===== src/rtl/i2c_xfer_seq.sv =====
module i2c_xfer_seq #(
  parameter int LEN_W = 8
) (
  input  logic             clk,
  input  logic             rst_n,
  input  logic             start,
  input  logic             rd,
  input  logic             ten_bit,
  input  logic [9:0]       addr,
  input  logic [LEN_W-1:0] len,
  input  logic             abort,
  input  logic [7:0]       tx_data,
  output logic             tx_pop,
  output logic             rx_valid,
  output logic [7:0]       rx_data,
  input  logic             eng_iflg,
  input  logic [7:0]       eng_status,
  input  logic [7:0]       eng_rdata,
  output logic             eng_data_we,
  output logic [7:0]       eng_data,
  output logic             eng_ctrl_we,
  output logic [7:0]       eng_ctrl,
  output logic             eng_srst,
  output logic             done,
  output logic [1:0]       err
);
  localparam logic [7:0] C_ACK = 8'h04;
  localparam logic [7:0] C_STP = 8'h10;
  localparam logic [7:0] C_STA = 8'h20;
  localparam logic [7:0] C_EN  = 8'h40;
  localparam logic [7:0] C_IE  = 8'h80;
  localparam logic [7:0] C_RUN = C_ACK | C_EN;

  logic             busy, armed, rd_q, ten_q, abort_q, sent;
  logic [9:0]       addr_q;
  logic [LEN_W-1:0] cnt;
  logic [7:0]       cbits;

  wire       fire  = eng_iflg && armed;
  wire       abt   = abort_q || abort;
  wire [7:0] a1    = ten_q ? {5'b11110, addr_q[9:8], rd_q} : {addr_q[6:0], rd_q};
  wire [7:0] a2    = addr_q[7:0];
  wire [7:0] nack  = cbits & ~C_ACK;
  wire [7:0] stopw = (cbits & ~C_IE) | C_STP;

  always_ff @(posedge clk) begin
    if (!rst_n) begin
      busy <= 1'b0; armed <= 1'b1; rd_q <= 1'b0; ten_q <= 1'b0;
      abort_q <= 1'b0; sent <= 1'b0; addr_q <= '0; cnt <= '0; cbits <= C_RUN;
      tx_pop <= 1'b0; rx_valid <= 1'b0; rx_data <= '0;
      eng_data_we <= 1'b0; eng_data <= '0; eng_ctrl_we <= 1'b0; eng_ctrl <= '0;
      eng_srst <= 1'b0; done <= 1'b0; err <= 2'd0;
    end else begin
      tx_pop <= 1'b0; rx_valid <= 1'b0; eng_data_we <= 1'b0;
      eng_ctrl_we <= 1'b0; eng_srst <= 1'b0; done <= 1'b0;
      if (!eng_iflg) armed <= 1'b1;
      if (busy && abort) abort_q <= 1'b1;
      if (!busy) begin
        if (start) begin
          busy <= 1'b1; rd_q <= rd; ten_q <= ten_bit; addr_q <= addr;
          cnt <= len; abort_q <= 1'b0; sent <= 1'b0; cbits <= C_RUN; err <= 2'd0;
          eng_ctrl_we <= 1'b1; eng_ctrl <= C_RUN | C_STA; armed <= 1'b0;
        end else if (fire) begin
          eng_ctrl_we <= 1'b1; eng_ctrl <= C_EN | C_STP; armed <= 1'b0;
        end
      end else if (fire) begin
        armed <= 1'b0;
        eng_ctrl_we <= 1'b1;
        eng_ctrl <= cbits;
        unique case (eng_status)
          8'h08, 8'h10: begin
            eng_data_we <= 1'b1; eng_data <= a1;
          end
          8'h18, 8'hD0, 8'h28: begin
            if (ten_q && eng_status == 8'h18) begin
              eng_data_we <= 1'b1; eng_data <= a2;
            end else if (cnt == '0 || (abt && sent)) begin
              eng_ctrl <= stopw; cbits <= cbits & ~C_IE; busy <= 1'b0; done <= 1'b1; err <= 2'd0;
            end else begin
              eng_data_we <= 1'b1; eng_data <= tx_data; tx_pop <= 1'b1;
              cnt <= cnt - 1'b1; sent <= 1'b1;
            end
          end
          8'h40, 8'hE0: begin
            if (ten_q && eng_status == 8'h40) begin
              eng_data_we <= 1'b1; eng_data <= a2;
            end else if (cnt == '0) begin
              eng_ctrl <= stopw; cbits <= cbits & ~C_IE; busy <= 1'b0; done <= 1'b1; err <= 2'd0;
            end else if (cnt == 1 || abt) begin
              cbits <= nack; eng_ctrl <= nack;
            end
          end
          8'h50: begin
            rx_valid <= 1'b1; rx_data <= eng_rdata; cnt <= cnt - 1'b1;
            if (cnt == 2 || abt) begin
              cbits <= nack; eng_ctrl <= nack;
            end
          end
          8'h58: begin
            rx_valid <= 1'b1; rx_data <= eng_rdata;
            eng_ctrl <= stopw; cbits <= cbits & ~C_IE; busy <= 1'b0; done <= 1'b1; err <= 2'd0;
          end
          8'h20, 8'h30, 8'h48: begin
            eng_ctrl <= stopw; cbits <= cbits & ~C_IE; busy <= 1'b0; done <= 1'b1; err <= 2'd1;
          end
          default: begin
            eng_srst <= 1'b1; eng_ctrl <= C_EN | C_STP; cbits <= C_RUN;
            busy <= 1'b0; done <= 1'b1; err <= 2'd2;
          end
        endcase
      end
    end
  end
endmodule



===== config.mk =====
export PLATFORM = sky130hd
export DESIGN_NAME = i2c_xfer_seq
export DESIGN_NICKNAME = d
export VERILOG_FILES = /design/src/rtl/i2c_xfer_seq.sv
export SDC_FILE = /design/constraint.sdc
export NUM_CORES = 1
export LEC_CHECK = 0
export BUFFER_PORTS_ARGS = -buffer_cell sky130_fd_sc_hd__buf_2
export CAP_MARGIN = 0
export CORE_ASPECT_RATIO = 1.25
export CORE_MARGIN = 10
export CORE_UTILIZATION = 40
export DETAILED_ROUTE_END_ITERATION = 12
export PLACE_DENSITY = 0.68
export SYNTH_ARGS = -nofsm -noshare
export SYNTH_HDL_FRONTEND = slang
export SYNTH_SLANG_ARGS = --single-unit
export TNS_END_PERCENT = 1

===== constraint.sdc =====
create_clock -name clk -period 6.09 [get_ports clk]
set_input_delay 0 -clock clk [delete_from_list [all_inputs] [get_ports clk]]
set_output_delay 0 -clock clk [all_outputs]
set_load 0.05 [all_outputs]

==> reports/qor.txt, run 1 <==
Status: completed
Launch point of the worst reg-to-reg path: cnt[0]$_SDFFE_PN0P_
CP arrival: 2.75 ns
Nets: 495
Placement Rows: 35
Antenna Nets Post-Route: 0
Top post-synthesis cells by area: dfxtp_1 (37%), nand2_1 (6.1%), a21oi_1 (5.4%)
Clock Tree Buf Depth: 2
Resize count post-CTS: 0
Port bufs: 77
Setup TNS: 0 ns
Critical Path End Type: flop
Hold Crit Endpoint: cnt[4]$_SDFFE_PN0P_
Initial antenna violation count: 2
Min Tclk post-route: 2.532 ns
Slew @ Worst Pin: 0.6864 ns
CP top delay family: compound AO/OA/AOI/OAI gates
Drt total wl: 8878 um
Largest net degree at the start of global routing: 41
Boundary Pins: 81
Hold depth: 4
CTS tree: built
Critical path's largest stage delay: 0.58 ns
Total track usage: 15.38%
R2r endpoint: cnt[3]$_SDFFE_PN0P_
Area post-placement: 3349 um^2
Initial drt markers: 148
Share of post-route cells with drive strength above 1: 22.12%
Slew HR: 54.24%
Synthesized cell area: 2967 um^2
Fin crit share: 41.58%
Post-synth top area cell: dfxtp_1
CTS buffer count: 5
Core ar.: 7313 um^2
Post-synth EDFFs: 0
Synth Register Bits: 55
Area grow syn2layout: 23.07%
Clk_skew: 0.01021 ns
Most numerous cell in the Yosys netlist: dfxtp_1
Worst-Skew Late Latency: 0.32 ns
FF-to-FF path depth: 6
Hold slack final: 0.03488 ns
Area share of the largest cell type after synthesis: 37.12%
Fin area: 3651 um^2
DR vias: 2,996
Req. time, crit path: 6.30 ns
Grt ovf: 0
Synth top cells by count: dfxtp_1 (55), nand2_1 (48), a21oi_1 (32)
Fmax: 394.9 MHz
Htree depth: 2
Die Wd: 97.03 um
Initial Util: 40.56%
Filler cells: 717
Avg WL per Cell: 16.53 um
Total die area: 11,280 um^2
Clk sinks: 55
Ys Warns: 0
WS Path Type: reg2reg
Finish-stage setup viols: 0
Worst VDD drop: 125.5 uV
Maxcap violations: 0
Post-synth ARST share: 0%
Mean area per synthesized cell: 8.172 um^2
Critical path, cell by cell: inv_1 -> ha_1 -> a32oi_1 -> a31oi_2 -> or4_1 -> a32o_1
CP Launch Type: flop
Power Density: 208.2 nW/um^2
Die height: 116.3 um
# DRC: 0
Worst Path Buf+Inv: 1
Seq/Total Area, Yosys: 37.12%
Post-route insts no fill: 537
Final max-slew violation count: 0
Crit-path slowest cell: or4_1
Vias in the first global route: 2,933
Static leakage: 1.559 nW
DP Cell Count: 507
Final hold vios: 0
Prevailing post-synth register cell: dfxtp_1
Hold_sp: len[4]
Crit-path max FO: 10
Postcts setup bufs: 0
Routed vias/inst: 5.579
Mapped Cells: 363
Drt first pass iters: 5
Synth unique cells: 64
CTS root buffer: clkbuf_8
Post-DP HPWL: 6402 um
Worst R2R Setup Slack: 3.56 ns
Worst min-delay path category: in2reg
GPL Wtd Cong: 0.9180
RSZ-0062 raised after global routing: false
CTS clk-pin slew, worst paths: 0.10 ns
First-pass GRT wire length: 14,540 um
layer usage:
layer	GRT usage (%)	share of wire [%]
met1	17.69	43
met2	27.63	51
met3	2.781	4.3
met4	6.108	1.5
met5	0	0
state kept, by name, summed over array words and instances (netlist names):
signal	cells
rx_data	8
rd_q	1
abort_q	1
cbits	2
sent	1
eng_data	8
armed	1
eng_ctrl_we	1
eng_ctrl	5
err	2
eng_srst	1
addr_q	10
busy	1
rx_valid	1
ten_q	1
done	1
cnt	8
tx_pop	1
eng_data_we	1
report_power, final:
group / switching, mW / leakage, nW / total (mW) / internal (mW)
registers: 0.0153 / 0.449 / 0.391 / 0.376
logic: 0.0994 / 1.06 / 0.162 / 0.0628
clock network: 0.126 / 0.0446 / 0.207 / 0.0813
cell type report:
| type | count | area (um^2) | share of cell area [%] |
|---|---|---|---|
| Antenna cell | 2 | 5.005 | 0.1371 |
| Clock buffer | 5 | 68.82 | 1.885 |
| Sequential cell | 55 | 1101 | 30.16 |
| Inverter | 7 | 26.28 | 0.7197 |
| Timing Repair Buffer | 100 | 610.6 | 16.72 |
| Tap cell | 92 | 115.1 | 3.153 |
| Multi-Input combinational cell | 274 | 1707 | 46.74 |
| Clock inverter | 2 | 17.52 | 0.4798 |
metrics by stage:
stage | worst slack [ns] | utilization, % | power [mW]
finish | 3.558 | 49.92 | 0.7603
global route | 3.363 | 49.92 | 0.8012
CTS | 3.573 | 49.85 | 0.7633
detailed placement | 3.603 | 45.80 | 0.5488
global placement | 3.704 | 45.80 | 0.5467
floorplan | 3.919 | - | 0.5048
how the worst max path moves through the flow:
stage / slack [ns] / cells after the start / to / start
2_1_floorplan: 3.92 / 6 / cnt[3]$_SDFFE_PN0P_ / cnt[0]$_SDFFE_PN0P_
3_3_place_gp: 3.70 / 6 / cnt[3]$_SDFFE_PN0P_ / cnt[0]$_SDFFE_PN0P_
3_5_place_dp: 3.60 / 6 / cnt[3]$_SDFFE_PN0P_ / cnt[0]$_SDFFE_PN0P_
4_1_cts: 3.57 / 6 / cnt[3]$_SDFFE_PN0P_ / cnt[0]$_SDFFE_PN0P_
5_1_grt: 3.36 / 6 / cnt[3]$_SDFFE_PN0P_ / cnt[0]$_SDFFE_PN0P_
6_report: 3.56 / 6 / cnt[3]$_SDFFE_PN0P_ / cnt[0]$_SDFFE_PN0P_
cells in the final DEF, fill, tap and decap left out, types with 4 or more instances in the layout:
master         instances
a31oi_1                4
nand3_1                8
a311oi_1               4
a21oi_1               32
o31ai_1                4
a211oi_1               8
o21ai_0               14
clkbuf_8               5
mux2i_1               11
dlygate4sd3_1         21
buf_2                 77
nor3b_1                5
a222oi_1               4
inv_1                  7
dfxtp_1               55
nor2b_1                5
nor3_1                 7
nor2_1                29
and2_1                 5
and3_1                 5
nand2b_1               7
a22oi_1                4
nand2_1               48
worst min-delay path: stages:
cell and delay (ns):
buf_2 0.09, a32oi_1 0.05, o41ai_1 0.06, o2bb2ai_1 0.11
cell families after synthesis:
group / after synthesis / synth area share (%)
xor+xnor: 2 / 0.5906
other cells: 1 / 0.1264
fa+ha+maj: 3 / 1.265
compound gates: 113 / 26.61
simple gates: 140 / 24.21
buf+inv: 36 / 5.609
flops: 55 / 37.12
mux: 13 / 4.471
timing repair:
item / in CTS / in global routing
endpoints found under the hold margin: 21 / 0
setup endpoints to repair: 0 / 0
hold buffers: 21 / 0
No activity file was read; power rests on OpenSTA's default activity.
==> inputs of run 2 (changes only) <==
clock period = 2.6 ns   (was 6.09 ns; I/O delays follow)
==> run 2 against run 1 <==
Compared with the run above:
- global-route usage shrank 0.14 points
- sequential cell count is the same
- register-to-register slack lost 3.3 ns
- combinational power grew 150%
- critical path type unchanged
- critical path depth is the same
- core utilization grew 0.65 points
- largest cell class unchanged
- sequential power grew 130%
==> reports/qor.txt, run 2 (synthesized netlist as in run 1, its figures left out) <==
Status: completed
Initial drt markers: 195
Crit-path max FO: 10
Power Density: 487.0 nW/um^2
First-pass GRT wire length: 14,530 um
Commonest cells after routing, fill and taps aside: buf_2 (77), dfxtp_1 (55), nand2_1 (48)
Clock Tree Buf Depth: 2
Commonest non-fill, non-tap cell in the layout: buf_2
Post-DP HPWL: 6680 um
RSZ-0062 raised after global routing: false
CTS root buffer: clkbuf_8
Largest register FFs: 10
Finish-stage setup viols: 0
Biggest register: addr_q
Min Tclk post-route: 2.316 ns
Core ar.: 7313 um^2
Final hold vios: 0
Switching Fraction: 31.71%
GPL Wtd Cong: 0.9934
Area of the multi-input gates: 1707 um^2
Total track usage: 15.24%
CTS tree: built
Avg WL per Cell: 16.65 um
Die Wd: 97.03 um
Area grow syn2layout: 24.67%
Static leakage: 1.592 nW
Sequential share of power: 50.8%
Req. time, crit path: 2.82 ns
Diode count: 0
Final max-slew violation count: 0
Setup TNS: 0 ns
Register area: 1101 um^2
Vias in the first global route: 2,985
Resize count post-CTS: 0
Clock power frac: 27.0%
CTS clk-pin slew, worst paths: 0.10 ns
Filler cells: 706
Initial antenna violation count: 0
Fmax: 431.7 MHz
Hold_buf cts: 21
Placement Rows: 35
Postcts setup bufs: 0
Slew HR: 56.17%
WS Path Type: reg2reg
Comb power frac: 22.2%
Initial Util: 40.56%
CP arrival: 2.53 ns
Drt first pass iters: 5
Routed vias/inst: 5.642
Port bufs: 77
Slew @ Worst Pin: 0.6550 ns
Fin util: 50.57%
Critical Path End Type: flop
Clk sinks: 55
Fin crit share: 89.09%
Total die area: 11,280 um^2
Largest net degree at the start of global routing: 30
Worst VDD drop: 329.6 uV
Maxcap violations: 0
CP Launch Type: flop
Die height: 116.3 um
CTS buffer count: 5
Antenna Nets Post-Route: 0
Grt ovf: 0
Worst-Skew Late Latency: 0.32 ns
Boundary Pins: 81
# DRC: 0
Drt total wl: 9023 um
Worst min-delay path category: in2reg
Share of post-route cells with drive strength above 1: 23.33%
Switch Pwr: 0.5712 mW
Htree depth: 2
Clk_skew: 0.006690 ns
Nets: 502
Pint: 1.230 mW
DR vias: 3,058
[run 2: cell count changes in the layout (fill, tap and decap cells not counted)]
cell | before | now
buf_4 | 2 | 9
diode_2 | 2 | 0
[run 2: power groups by stage]
stage / logic [mW] / registers (mW) / clock network [mW]
floorplan: 0.232 / 0.950 / 0
global route: 0.441 / 0.920 / 0.529
global placement: 0.365 / 0.932 / 0
CTS: 0.396 / 0.913 / 0.494
detailed placement: 0.370 / 0.933 / 0
finish: 0.400 / 0.914 / 0.487
[run 2: worst paths after layout]
path	slack, ns	to	startpoint	cells past startpoint
hold / removal	0.04	armed$_SDFF_PN1_	rst_n	2
hold reg to reg	0.44	cbits[6]$_SDFFE_PN1P_	cbits[6]$_SDFFE_PN1P_	2
setup reg to reg	0.28	cnt[3]$_SDFFE_PN0P_	cnt[0]$_SDFFE_PN0P_	6
setup / recovery	0.28	cnt[3]$_SDFFE_PN0P_	cnt[0]$_SDFFE_PN0P_	6
[run 2: worst max-delay path, cell delays in order (launching register included)]
cell and delay (ns):
dfxtp_1 0.42, inv_1 0.09, ha_1 0.29, a32oi_1 0.31, a31oi_2 0.29, or4_1 0.54
a32o_1 0.27
[run 2: per-layer routing]
| metal | up-vias | track usage [%] | wire, um |
|---|---|---|---|
| met1 | 1403 | 17.25 | 3738 |
| met3 | 23 | 2.663 | 569 |
| li1 | 1510 | - | - |
| met4 | 0 | 6.601 | 235 |
| met2 | 122 | 27.54 | 4479 |
| met5 | - | 0 | 0 |
[run 2: final cells by class]
class / count / share of cell area, %
multi-input combinational: 274 / 46.14
sequential: 55 / 29.77
timing repair buffer: 107 / 17.93
tap: 92 / 3.112
clock buffer: 5 / 1.861
inverter: 7 / 0.7104
clock inverter: 2 / 0.4736
[run 2: through the flow]
step	hold slack, ns	worst slack [ns]	power, mW	instance area [um^2]	instances
6_report	0.04292	0.2836	1.801	3699	542
2_1_floorplan	0.1155	0.4293	1.182	2974	365
3_3_place_gp	0.2275	0.4020	1.296	3402	514
4_1_cts	0.02368	0.3005	1.803	3699	542
5_1_grt	0.04362	0.1511	1.890	3699	542
3_5_place_dp	0.2444	0.3207	1.303	3402	514
==> inputs of run 3 (changes only) <==
CORE_ASPECT_RATIO = 0.8   (was 1.25)
CTS_BUF_LIST = sky130_fd_sc_hd__clkbuf_16   (was unset)
==> run 3 against run 2 <==
Compared with the run above:
- worst hold slack better by 0.013 ns
- global-route usage up 1.6 points
- critical endpoint unchanged
- sequential power about the same
- total power up 15%
- sequential cell count unchanged
- setup slack better by 0.017 ns
- final cell count down 0.92%
- clock skew about the same
- via count up 0.95%
- clock power up 56%
- sequential share of layout area down 0.55 points
==> reports/qor.txt, run 3 (synthesized netlist as in run 1, its figures left out) <==
Req. time, crit path: 2.79 ns
Crit-path max FO: 10
GPL Wtd Cong: 0.9108
Routed vias/inst: 5.749
Filler cells: 660
Initial drt markers: 260
Area grow syn2layout: 27.03%
Post-route insts no fill: 537
Fin crit share: 88.43%
DP Cell Count: 509
Core ar.: 7061 um^2
DR vias: 3,087
Finish-stage setup viols: 0
Hold Crit Endpoint: cnt[2]$_SDFFE_PN0P_
Vias in the first global route: 3,034
Status: completed
Setup ws final: 0.3007 ns
Post-DP HPWL: 6887 um
Postcts setup bufs: 0
Resize count post-CTS: 0
Antenna Nets Post-Route: 0
Total die area: 11,280 um^2
CTS root buffer: clkbuf_16
Critical Path End Type: flop
Fin util: 53.38%
Commonest non-fill, non-tap cell in the layout: buf_2
Fmax: 434.9 MHz
Slew @ Worst Pin: 0.6570 ns
CTS clk-pin slew, worst paths: 0.07 ns
Largest net degree at the start of global routing: 40
# DRC: 0
Slew HR: 56.04%
Worst-Skew Late Latency: 0.29 ns
Commonest cells after routing, fill and taps aside: buf_2 (77), dfxtp_1 (55), nand2_1 (48)
CTS buffer count: 5
Worst min-delay path category: in2reg
Power Density: 551.5 nW/um^2
Worst slack, placed: 0.3933 ns
Hold_sp: len[2]
Initial Util: 42.02%
Fin area: 3769 um^2
Area post-placement: 3396 um^2
First-pass GRT wire length: 15,630 um
Maxcap violations: 0
CP arrival: 2.49 ns
Port bufs: 77
RSZ-0062 raised after global routing: false
Diode count: 0
Total power: 2.079 mW
Initial antenna violation count: 0
Hold slack final: 0.05551 ns
R2r endpoint: cnt[3]$_SDFFE_PN0P_
Final max-slew violation count: 0
Final hold vios: 0
Hold depth: 3
Total track usage: 16.87%
Static leakage: 1.625 nW
Drt total wl: 9688 um
CTS tree: built
FF-to-FF path depth: 6
Worst R2R Setup Slack: 0.30 ns
Die Wd: 116.3 um
Share of post-route cells with drive strength above 1: 23.33%
Nets: 502
Clk_skew: 0.006232 ns
Die height: 97.03 um
Worst VDD drop: 384.0 uV
Grt ovf: 0
Min Tclk post-route: 2.299 ns
Placement Rows: 27
Launch point of the worst reg-to-reg path: cnt[0]$_SDFFE_PN0P_
Clk sinks: 55
Drt first pass iters: 7
Htree depth: 2
Clock Tree Buf Depth: 2
CP Launch Type: flop
WS Path Type: reg2reg
Largest register FFs: 10
Biggest register: addr_q
Boundary Pins: 81
Avg WL per Cell: 18.04 um
Setup TNS: 0 ns
## run 3: changes by cell type in the layout (fill, tap and decap cells not counted), sizes merged
cell and delta:
inv -1, clkinvlp +1, clkinv -1, bufinv +1
## run 3: worst max-delay path by stage
| stage | to | from | depth (start not counted) |
|---|---|---|---|
| final | cnt[3]$_SDFFE_PN0P_ | cnt[0]$_SDFFE_PN0P_ | 6 |
| after global routing | eng_data[5]$_SDFFE_PN0P_ | cnt[7]$_SDFFE_PN0P_ | 6 |
| after CTS | cnt[3]$_SDFFE_PN0P_ | cnt[0]$_SDFFE_PN0P_ | 6 |
| after detailed placement | cnt[3]$_SDFFE_PN0P_ | cnt[0]$_SDFFE_PN0P_ | 6 |
| after global placement | cnt[3]$_SDFFE_PN0P_ | cnt[0]$_SDFFE_PN0P_ | 6 |
| after floorplan | cnt[3]$_SDFFE_PN0P_ | cnt[0]$_SDFFE_PN0P_ | 6 |
## run 3: critical path: stages (launching register included)
cell	delay, ns
dfxtp_1	0.42
inv_1	0.09
ha_1	0.29
a32oi_1	0.29
a31oi_2	0.29
or4_1	0.54
a32o_1	0.26
## run 3: metal layers
metal  vias to the layer above  share of wire, %  wire, um  global-route usage (%)
met5                         -                 0         0                       0
met4                         0               1.5       144                   4.480
met3                        13               9.4       911                   4.806
met2                       126                45      4363                   25.85
met1                      1440                44      4268                   22.44
li1                       1508                 -         -                       -
## run 3: timing repair
item	in CTS	in global routing
hold buffers	21	0
setup endpoints to repair	0	0
hold endpoints to repair	21	0
## run 3: cell type report
| type | count | area [um^2] | area share (%) |
|---|---|---|---|
| clock buffers | 5 | 125.1 | 3.320 |
| multi-input cells | 274 | 1707 | 45.29 |
| flip-flops and latches | 55 | 1101 | 29.22 |
| repair buffers | 107 | 663.1 | 17.60 |
| inverters | 7 | 26.28 | 0.6972 |
| well taps | 87 | 108.9 | 2.888 |
| clock inverters | 2 | 37.54 | 0.9960 |
## run 3: power breakdown
| part | leakage, nW | internal [mW] | total, mW | switching [mW] |
|---|---|---|---|---|
| sequential | 0.449 | 0.880 | 0.917 | 0.0371 |
| clock | 0.0759 | 0.450 | 0.758 | 0.308 |
| combinational | 1.10 | 0.159 | 0.404 | 0.244 |
